### config.mk
export PLATFORM = sky130hd
export DESIGN_NAME = buf_addr_unit
export DESIGN_NICKNAME = d
export VERILOG_FILES = /design/src/rtl/buf_addr_pkg.sv /design/src/rtl/bau_operand_sel.sv /design/src/rtl/bau_offset_calc.sv /design/src/rtl/bau_range_chk.sv /design/src/rtl/buf_addr_unit.sv
export SDC_FILE = /design/constraint.sdc
export NUM_CORES = 2
export LEC_CHECK = 0
export CAP_MARGIN = 30
export CELL_PAD_IN_SITES_DETAIL_PLACEMENT = 2
export CELL_PAD_IN_SITES_GLOBAL_PLACEMENT = 2
export CORE_ASPECT_RATIO = 0.75
export CORE_UTILIZATION = 42
export DETAILED_ROUTE_END_ITERATION = 10
export GPL_TIMING_DRIVEN = 0
export PLACE_DENSITY_LB_ADDON = 0.08
export SLEW_MARGIN = 20
export SYNTH_ARGS = -nofsm -noshare
export SYNTH_HDL_FRONTEND = slang
export SYNTH_SLANG_ARGS = --single-unit
export TNS_END_PERCENT = 1
### constraint.sdc
create_clock -name clk -period 40.5 [get_ports clk]
set_clock_uncertainty 0.05 [all_clocks]
set_input_delay 6.075 -clock clk [delete_from_list [all_inputs] [get_ports clk]]
set_output_delay 6.075 -clock clk [all_outputs]
set_load 0.1 [all_outputs]
### src/rtl/buf_addr_pkg.sv
package buf_addr_pkg;
  localparam int BASE_W   = 48;
  localparam int STRIDE_W = 14;
  localparam int WORD_W   = 32;
  localparam int ADDR_W   = 64;

  // Record-layout offset: idx*stride truncated, plus offset.
  function automatic logic [WORD_W-1:0] lin_offset(
    input logic [WORD_W-1:0]   idx,
    input logic [STRIDE_W-1:0] stride,
    input logic [WORD_W-1:0]   off);
    logic [WORD_W-1:0] prod;
    prod = idx * {{(WORD_W-STRIDE_W){1'b0}}, stride};
    return prod + off;
  endfunction

  // Interleaved layout: element and index stride are powers of two.
  function automatic logic [WORD_W-1:0] swz_offset(
    input logic [WORD_W-1:0]   idx,
    input logic [STRIDE_W-1:0] stride,
    input logic [WORD_W-1:0]   off,
    input logic [1:0]          esz,
    input logic [1:0]          isz);
    logic [4:0]        es_sh, is_sh;
    logic [WORD_W-1:0] es_msk, is_msk, lo, mid, hi;
    es_sh  = {3'b0, esz} + 5'd1;
    is_sh  = {3'b0, isz} + 5'd3;
    es_msk = (32'd1 << es_sh) - 32'd1;
    is_msk = (32'd1 << is_sh) - 32'd1;
    lo  = off & es_msk;
    mid = (idx & is_msk) << es_sh;
    hi  = ((idx >> is_sh) * {{(WORD_W-STRIDE_W){1'b0}}, stride})
        + ((off >> es_sh) << es_sh);
    return lo + mid + (hi << is_sh);
  endfunction

  // Bounds rule selected by stride.
  function automatic logic range_fail(
    input logic [WORD_W-1:0]   boff,
    input logic [WORD_W-1:0]   idx,
    input logic [WORD_W-1:0]   off,
    input logic [WORD_W-1:0]   nrec,
    input logic [WORD_W-1:0]   soff,
    input logic [STRIDE_W-1:0] stride,
    input logic                indexed);
    logic r;
    if (stride == '0)
      r = (boff >= (nrec - soff));
    else if (indexed)
      r = (idx >= nrec) || (off >= {{(WORD_W-STRIDE_W){1'b0}}, stride});
    else
      r = 1'b0;
    return r;
  endfunction
endpackage

### src/rtl/bau_operand_sel.sv
module bau_operand_sel
  import buf_addr_pkg::*;
(
  input  logic [WORD_W-1:0] vreg0,
  input  logic [WORD_W-1:0] vreg1,
  input  logic              offen,
  input  logic              idxen,
  input  logic              tid,
  input  logic [WORD_W-1:0] imm32,
  input  logic [WORD_W-1:0] lane32,
  output logic [WORD_W-1:0] eff_idx,
  output logic [WORD_W-1:0] eff_off
);
  logic [WORD_W-1:0] off_src;

  always_comb begin
    off_src = idxen ? vreg1 : vreg0;
    eff_idx = (idxen ? vreg0 : '0) + (tid ? lane32 : '0);
    eff_off = imm32 + (offen ? off_src : '0);
  end
endmodule

### src/rtl/bau_offset_calc.sv
module bau_offset_calc
  import buf_addr_pkg::*;
#(
  parameter bit SWZ_EN = 1'b1
) (
  input  logic [WORD_W-1:0]   eff_idx,
  input  logic [WORD_W-1:0]   eff_off,
  input  logic [STRIDE_W-1:0] stride,
  input  logic                swz,
  input  logic [1:0]          esz,
  input  logic [1:0]          isz,
  output logic [WORD_W-1:0]   boff
);
  logic [WORD_W-1:0] lin_v;

  assign lin_v = lin_offset(eff_idx, stride, eff_off);

  generate
    if (SWZ_EN) begin : g_swz
      logic [WORD_W-1:0] swz_v;
      assign swz_v = swz_offset(eff_idx, stride, eff_off, esz, isz);
      assign boff  = swz ? swz_v : lin_v;
    end else begin : g_lin
      logic unused_swz;
      assign unused_swz = swz ^ (^esz) ^ (^isz);
      assign boff = lin_v;
    end
  endgenerate
endmodule

### src/rtl/bau_range_chk.sv
module bau_range_chk
  import buf_addr_pkg::*;
(
  input  logic [WORD_W-1:0]   boff,
  input  logic [WORD_W-1:0]   eff_idx,
  input  logic [WORD_W-1:0]   eff_off,
  input  logic [WORD_W-1:0]   nrec,
  input  logic [WORD_W-1:0]   soff,
  input  logic [STRIDE_W-1:0] stride,
  input  logic                indexed,
  input  logic                wide,
  output logic                oor
);
  assign oor = !wide && range_fail(boff, eff_idx, eff_off, nrec, soff, stride, indexed);
endmodule

### src/rtl/buf_addr_unit.sv
module buf_addr_unit
  import buf_addr_pkg::*;
#(
  parameter int IMM_W  = 12,
  parameter int LANE_W = 6,
  parameter bit SWZ_EN = 1'b1
) (
  input  logic                clk,
  input  logic                rst_n,
  input  logic                in_valid,
  input  logic [BASE_W-1:0]   desc_base,
  input  logic [STRIDE_W-1:0] desc_stride,
  input  logic [WORD_W-1:0]   desc_nrec,
  input  logic                desc_swz,
  input  logic [1:0]          desc_esz,
  input  logic [1:0]          desc_isz,
  input  logic                desc_tid,
  input  logic [IMM_W-1:0]    op_imm,
  input  logic                op_offen,
  input  logic                op_idxen,
  input  logic                op_wide,
  input  logic                op_dword,
  input  logic                op_store,
  input  logic [WORD_W-1:0]   vreg0,
  input  logic [WORD_W-1:0]   vreg1,
  input  logic [WORD_W-1:0]   sreg_off,
  input  logic [LANE_W-1:0]   lane_id,
  output logic                out_valid,
  output logic [ADDR_W-1:0]   out_addr,
  output logic                out_oor,
  output logic                out_misalign,
  output logic                out_illegal,
  output logic                out_wr_en,
  output logic                out_zero_fill
);
  localparam int IMM_PAD  = WORD_W - IMM_W;
  localparam int LANE_PAD = WORD_W - LANE_W;

  // ---------------- stage 1: operand selection ----------------
  logic [WORD_W-1:0] imm32, lane32, sel_idx, sel_off;
  assign imm32  = {{IMM_PAD{1'b0}}, op_imm};
  assign lane32 = {{LANE_PAD{1'b0}}, lane_id};

  bau_operand_sel u_sel (
    .vreg0(vreg0), .vreg1(vreg1), .offen(op_offen), .idxen(op_idxen),
    .tid(desc_tid), .imm32(imm32), .lane32(lane32),
    .eff_idx(sel_idx), .eff_off(sel_off)
  );

  logic                s1_valid, s1_swz, s1_wide, s1_dword, s1_store, s1_indexed, s1_illegal;
  logic [WORD_W-1:0]   s1_idx, s1_off, s1_nrec, s1_soff, s1_imm;
  logic [ADDR_W-1:0]   s1_vaddr;
  logic [BASE_W-1:0]   s1_base;
  logic [STRIDE_W-1:0] s1_stride;
  logic [1:0]          s1_esz, s1_isz;

  always_ff @(posedge clk) begin
    if (!rst_n) begin
      s1_valid <= 1'b0;
    end else begin
      s1_valid <= in_valid;
    end
    s1_idx     <= sel_idx;
    s1_off     <= sel_off;
    s1_imm     <= imm32;
    s1_vaddr   <= {vreg1, vreg0};
    s1_base    <= desc_base;
    s1_stride  <= desc_stride;
    s1_nrec    <= desc_nrec;
    s1_soff    <= sreg_off;
    s1_swz     <= desc_swz;
    s1_esz     <= desc_esz;
    s1_isz     <= desc_isz;
    s1_wide    <= op_wide;
    s1_dword   <= op_dword;
    s1_store   <= op_store;
    s1_indexed <= op_idxen | desc_tid;
    s1_illegal <= op_wide & (op_offen | op_idxen);
  end

  // ---------------- stage 2: offset, range, address ----------------
  logic [WORD_W-1:0] s1_boff;
  logic              s1_oor;
  logic [ADDR_W-1:0] s1_addr, base64;

  bau_offset_calc #(.SWZ_EN(SWZ_EN)) u_off (
    .eff_idx(s1_idx), .eff_off(s1_off), .stride(s1_stride),
    .swz(s1_swz), .esz(s1_esz), .isz(s1_isz), .boff(s1_boff)
  );

  bau_range_chk u_rng (
    .boff(s1_boff), .eff_idx(s1_idx), .eff_off(s1_off), .nrec(s1_nrec),
    .soff(s1_soff), .stride(s1_stride), .indexed(s1_indexed),
    .wide(s1_wide), .oor(s1_oor)
  );

  assign base64 = {{(ADDR_W-BASE_W){1'b0}}, s1_base}
                + {{(ADDR_W-WORD_W){1'b0}}, s1_soff};

  always_comb begin
    if (s1_wide)
      s1_addr = base64 + s1_vaddr + {{(ADDR_W-WORD_W){1'b0}}, s1_imm};
    else
      s1_addr = base64 + {{(ADDR_W-WORD_W){1'b0}}, s1_boff};
  end

  // internal copies kept for assertions
  logic o_wide, o_dword, o_stride_nz, o_indexed;

  always_ff @(posedge clk) begin
    if (!rst_n) begin
      out_valid     <= 1'b0;
      out_oor       <= 1'b0;
      out_misalign  <= 1'b0;
      out_illegal   <= 1'b0;
      out_wr_en     <= 1'b0;
      out_zero_fill <= 1'b0;
      o_wide        <= 1'b0;
      o_dword       <= 1'b0;
      o_stride_nz   <= 1'b0;
      o_indexed     <= 1'b0;
    end else begin
      out_valid     <= s1_valid;
      out_oor       <= s1_valid & s1_oor;
      out_misalign  <= s1_valid & s1_dword & (s1_addr[1:0] != 2'b00);
      out_illegal   <= s1_valid & s1_illegal;
      out_wr_en     <= s1_valid & s1_store & ~s1_oor;
      out_zero_fill <= s1_valid & ~s1_store & s1_oor;
      o_wide        <= s1_wide;
      o_dword       <= s1_dword;
      o_stride_nz   <= (s1_stride != '0);
      o_indexed     <= s1_indexed;
    end
    out_addr <= s1_addr;
  end

  // ---------------- assertions ----------------
  assert_latency_R12: assert property (@(posedge clk) disable iff (!rst_n)
    out_valid == $past(in_valid, 2));
  assert_flags_idle_R12: assert property (@(posedge clk) disable iff (!rst_n)
    !out_valid |-> !(out_oor | out_misalign | out_illegal | out_wr_en | out_zero_fill));
  assert_wide_unchecked_R5: assert property (@(posedge clk) disable iff (!rst_n)
    (out_valid && o_wide) |-> !out_oor);
  assert_unindexed_inrange_R8: assert property (@(posedge clk) disable iff (!rst_n)
    (out_valid && !o_wide && o_stride_nz && !o_indexed) |-> !out_oor);
  assert_illegal_wide_R10: assert property (@(posedge clk) disable iff (!rst_n)
    out_illegal |-> o_wide);
  assert_misalign_dword_R9: assert property (@(posedge clk) disable iff (!rst_n)
    out_misalign |-> o_dword);
  assert_store_gate_R11: assert property (@(posedge clk) disable iff (!rst_n)
    out_wr_en |-> !out_oor);
  assert_zero_fill_R11: assert property (@(posedge clk) disable iff (!rst_n)
    out_zero_fill |-> (out_oor && !out_wr_en));
endmodule

======== Word level (Yosys, flattened, before mapping) ========
Index checks and enable logic that the tools add are counted.
word-level totals
  register bits ........................... 347
  bits of input ports ..................... 222
  output and inout port bits .............. 70
  logic and storage cells ................. 79
operators by class
  add/sub/neg operators ................... 15
  multipliers ............................. 2
  order comparisons ....................... 3
  shifts and indexed selects .............. 7
  mux-type cells .......................... 8
  bitwise operators ....................... 15
  reduce and logical (&&, ||, !) cells .... 5
operators with widths
  operator               number
  $add 32x32->32         5
  $mux 32                4
  $shl 32x5->32          3
  $add 49x64->64         1
  $add 64x12->64         1
  $and 32x32->32         2
  $ge 32x32->1           2
  $mul 32x14->32         2
  $mux 64                1
  $shl 1x5->32 const A   2
  $shr 32x5->32          2
  $sub 32x1->32 const B  2
  $add 49x32->50         1
  $add 48x32->49         1
  $add 12x32->32         1
  $ge 32x14->1           1
  $sub 32x32->32         1
  $logic_not 14->1       1
  $and 1x1->1            9
  $mux 6                 1
  $add 2x1->3 const B    1
  $add 2x2->3 const B    1
  $mux 1                 2
  $not 1->1              2
  5 further kinds        6

======== Longest topological paths before layout ========
  depth in word-level cells ............... 13
  depth in mapped cells ................... 64
  gate-level depth less buffers ........... 59

======== Cells and area by module ========
From an unflattened synthesis, not the netlist that was laid out.
second synthesis, totals
  cell total of the unflattened synthesis .. 6197
  area, all modules ....................... 52706.8 sq um
by module, submodules not included
  module           instances  cells an instance  area an instance (sq um)  seq. area each (sq um)
  bau_offset_calc  1          3526               29260.6                   0.0
  buf_addr_unit    1          1615               15777.6                   6946.7
  bau_operand_sel  1          565                4058.9                    0.0
  bau_range_chk    1          491                3609.7                    0.0

======== Worst setup path after synthesis ========
No wires, ideal clock.
  kind .................................... register to register
  start point ............................. register s1_esz[0]
  end point ............................... register out_addr[35]
  arrival time ............................ 12645 ps
  required time ........................... 40366 ps
  path slack .............................. 27721 ps
  stages on the path, launching flop included .. 63
  buffers on the path ..................... 7
  cells stage by stage .................... dfxtp_1 -> clkbuf_1 -> inv_1 -> clkbuf_1 -> buf_1 -> ha_1 -> clkbuf_1 -> clkbuf_1 -> clkbuf_1 -> clkbuf_1 -> a21oi_1 -> mux2i_1 -> fa_1 -> inv_1 -> fa_1 -> inv_1 -> fa_1 -> fa_1 -> [... 27 more ...] -> a21oi_1 -> xnor2_1 -> nand2_1 -> o21ai_0 -> ha_1 -> and3_1 -> a221o_1 -> a21oi_1 -> o21ai_0 -> nand2_1 -> nor3b_1 -> o2111ai_1 -> a21boi_0 -> o21a_1 -> nor2_1 -> o21bai_2 -> and4_1 -> o31ai_2
between the ends
  longest elaborated chain between the ends .. 9
  elaborated cells between the ends (all ways) .. 14
ends and longest elaborated chain
  element                                           RTL line                                source
  start: declaration                                buf_addr_unit.sv:55                     logic [1:0] s1_esz, s1_isz;
  start signal: assignment                          buf_addr_unit.sv:72                     s1_esz <= desc_esz;
  $add 2x1->3 (*)                                   buf_addr_pkg.sv:26                      es_sh = {3'b0, esz} + 5'd1;
  $shr 32x5->32 or $shl 1x5->32 (tied branches)     buf_addr_pkg.sv:33, buf_addr_pkg.sv:28
  $shl 32x5->32 or $sub 32x1->32 (tied branches)    buf_addr_pkg.sv:33, buf_addr_pkg.sv:28
  $add 32x32->32 or $and 32x32->32 (tied branches)  buf_addr_pkg.sv:33, buf_addr_pkg.sv:30
  $shl 32x5->32 or $add 32x32->32 (tied branches)   buf_addr_pkg.sv:34                      return lo + mid + (hi << is_sh);
  $add 32x32->32 (*)                                buf_addr_pkg.sv:34
  $mux 32 (*)                                       bau_offset_calc.sv:22                   assign boff = swz ? swz_v : lin_v;
  $add 49x32->50 (*)                                buf_addr_unit.sv:104                    s1_addr = base64 + {{(ADDR_W-WORD_W){1'b0}}, s1_boff};
  $mux 64 (*)                                       buf_addr_unit.sv:101                    if (s1_wide)
  via s1_addr[35]                                   buf_addr_unit.sv:84                     logic [ADDR_W-1:0] s1_addr, base64;
  end signal: assignment                            buf_addr_unit.sv:134                    out_addr <= s1_addr;
  end: declaration                                  buf_addr_unit.sv:29                     output logic [ADDR_W-1:0] out_addr,
The timed path passes the listed nets; every way through them passes the cells marked *.
A chain may end at the register's enable or synchronous reset.

======== Final worst setup path ========
  start point ............................. register s1_esz[0]
  end point ............................... register out_addr[45]
The elaborated chain is that of the path after synthesis.

==> reports/qor.yml <==
synth_area_mm2: 0.0502
post_cts_buffers: 0
cpMostUsedCell: "a21oi_1"
routedWlPerCell_um: 31.7
worst_skew_pair.late_latency_ns: 0.66
synth_cells: 5939
ys.flop_type: "dfxtp_1"
slew_viol_final: 0
drt_iter0_drc: 4618
yosys.cell_types.count: 102
gp_congestion: 1.04
hold_buffers: 0
status: "finished clean"
grt_setup_unrepaired: "no"
areaGrowthSynthToFinish_pct: 13.5
max-slew-margin-rel_pct: 18.7
maxCapViolations: 0
setup_tns_ns: 0
routed_via_density: 6.00
die_y_um: 302
grt_antenna_before_repair: 36
yosysTopAreaCell: "fa_1"
worstPathArrival_ns: 19.88
start_util_pct: 42.5
synth_area_leaders: "fa_1 (26%), dfxtp_1 (14%), ha_1 (11%)"
numPortBuffers: 290
hold_depth: 1
cts_sinks: 347
end_kind: "flip-flop"
hold_viol_final: 0
placementRows: 109
ys_top_cells_by_count: "inv_1 (948), nand2_1 (723), fa_1 (652)"
h-tree-depth: 2
finalWirelength_um: 251000
final_net_count: 7630
tightestPinTransition_ns: 1.21
hold_path_startpoint: "s1_store$_DFF_P_"
hp-class: "reg2reg"
grt_pass1_wl_um: 357000
fmaxAchievable_ghz: 0.0516
die_area_mm2: 0.121
synth_warnings: 0
grt_pass1_vias: 51500
cts_made_buffers: 42
crit_type: "reg2reg"
fin_crit_ns: 19.39
cts.path.max_buffers: 3
root_buffer: "clkbuf_16"
timing.rr.end: "out_addr[45]$_DFF_P_"
core_area_mm2: 0.118
hold_end: "out_zero_fill$_SDFF_PN0_"
hpwl_um: 210000
synth_async_sr_flop_share_pct: 0
grt_usage_pct: 40.8
crit_path_max_fanout: 12
globalRouteOverflowTotal: 0
clk_pin_slew_ns: 0.06
drcViolationCount: 0
reg2reg_slack_ns: 21.11
synth_top_area_share_pct: 26.0
finalCritPeriodShare_pct: 47.9
drt_first_pass_iters: 5
ff2ff_path_depth: 59
seq_area_frac_synth_pct: 13.8
vias: 47400
synth_edf_count: 0
ys_ff_latch: 347
required_ns: 40.98
drive_gt1_share_pct: 3.90
slowest_stage: "a22oi_1"
start_kind: "flip-flop"
max_stage_delay_ns: 0.86
synth.most_common_cell: "inv_1"
cts_tree: "done"
avgSynthCellArea_um2: 8.46
r2r-start: "s1_esz[0]$_DFF_P_"
ant_nets: 0
setup_viol: 0
io_pins: 292
post_cts_resize_count: 0
grt_max_degree: 14
die_width_um: 401
==> worst max-delay path, delay by kind of cell, from the launching register on <==
family,cells,cell delay [ns]
AND/OR/NAND/NOR,10,1.59
adder cells (fa/ha/maj),11,4.91
buffers and inverters,13,3.88
AO/OA/AOI/OAI,20,6.51
flip-flops,1,0.74
XOR/XNOR,2,0.70
multiplexers,3,0.87
==> layout by cell type, fill, tap and decap left out, drive strengths merged, types with 16 or more instances in the layout <==
master         count
inv              953
nand2            723
fa               652
ha               449
dfxtp            347
a21oi            310
and2             308
nor2             291
clkdlybuf4s50    290
clkbuf           284
o21ai            248
xnor2            213
a21o             129
xor2             121
mux2i            119
nand3            101
nand2b            66
buf               58
nor3              56
mux2              48
o21a              45
nor2b             40
a31oi             39
and3              38
nand4             36
a211oi            32
o21bai            30
mux4              25
diode             23
or3               22
o31ai             20
o211ai            17
a21boi            16
o22ai             16
==> worst max-delay path by stage <==
stage                                  from              endpoint  slack [ns]
after floorplan           s1_esz[0]$_DFF_P_  out_addr[35]$_DFF_P_       27.72
after global placement    s1_esz[0]$_DFF_P_  out_addr[39]$_DFF_P_       22.53
after detailed placement  s1_esz[0]$_DFF_P_  out_addr[45]$_DFF_P_       22.27
after CTS                 s1_esz[0]$_DFF_P_  out_addr[45]$_DFF_P_       22.09
after global routing      s1_esz[0]$_DFF_P_  out_addr[45]$_DFF_P_       20.92
final                     s1_esz[0]$_DFF_P_  out_addr[45]$_DFF_P_       21.11
==> cells by family after synthesis <==
group / synth area share, %
and+or+nand+nor: 16.6
adders and majority gates: 37.2
other: 0.00746
muxes: 4.60
DFF: 13.8
buffers and inverters: 9.29
AOI/OAI and AO/OA: 12.6
xor gates and xnor gates: 5.93
==> metal layers <==
| metal | global-route usage, % | share of wire (%) | up-vias |
|---|---|---|---|
| li1 | - | - | 19900 |
| met1 | 55.5 | 43 | 24700 |
| met2 | 60.4 | 42 | 2395 |
| met3 | 13.2 | 11 | 503 |
| met4 | 14.8 | 3.7 | 14 |
| met5 | 0 | 0.041 | - |
==> per-stage QoR <==
step / std cells / util, % / setup slack [ns] / cell area [um2] / hold slack [ns]
finish: 7912 / 48.2 / 21.11 / 57000 / 0.364
global route: 7896 / 48.2 / 20.92 / 57000 / 0.402
CTS: 7876 / 48.1 / 22.09 / 56800 / 0.371
detailed placement: 7804 / 46.8 / 22.27 / 55400 / 0.372
global placement: 7785 / 46.6 / 22.53 / 55100 / 0.361
floorplan: 5941 / - / 27.72 / 50200 / 0.341
==> final cells by class <==
type	count	area, um2
clock inverters	15	246
flip-flops and latches	347	6950
fillers	13100	61200
clock buffers	57	1190
well taps	1554	1940
inverters	952	3570
diodes	23	57.6
repair buffers	322	3350
multi-input cells	4388	38600
plain buffers	254	1100
==> registers in the layout, indices dropped and copies added (netlist names), 2 cells and up <==
| register | flops |
|---|---|
| out_addr | 64 |
| s1_vaddr | 64 |
| s1_base | 48 |
| s1_idx | 32 |
| s1_nrec | 32 |
| s1_off | 32 |
| s1_soff | 32 |
| s1_stride | 14 |
| s1_imm | 12 |
| s1_esz | 2 |
| s1_isz | 2 |
Power is left out: the tool's default activity adds up to more than one toggle a clock period on the data nets, which glitch-free logic cannot reach.
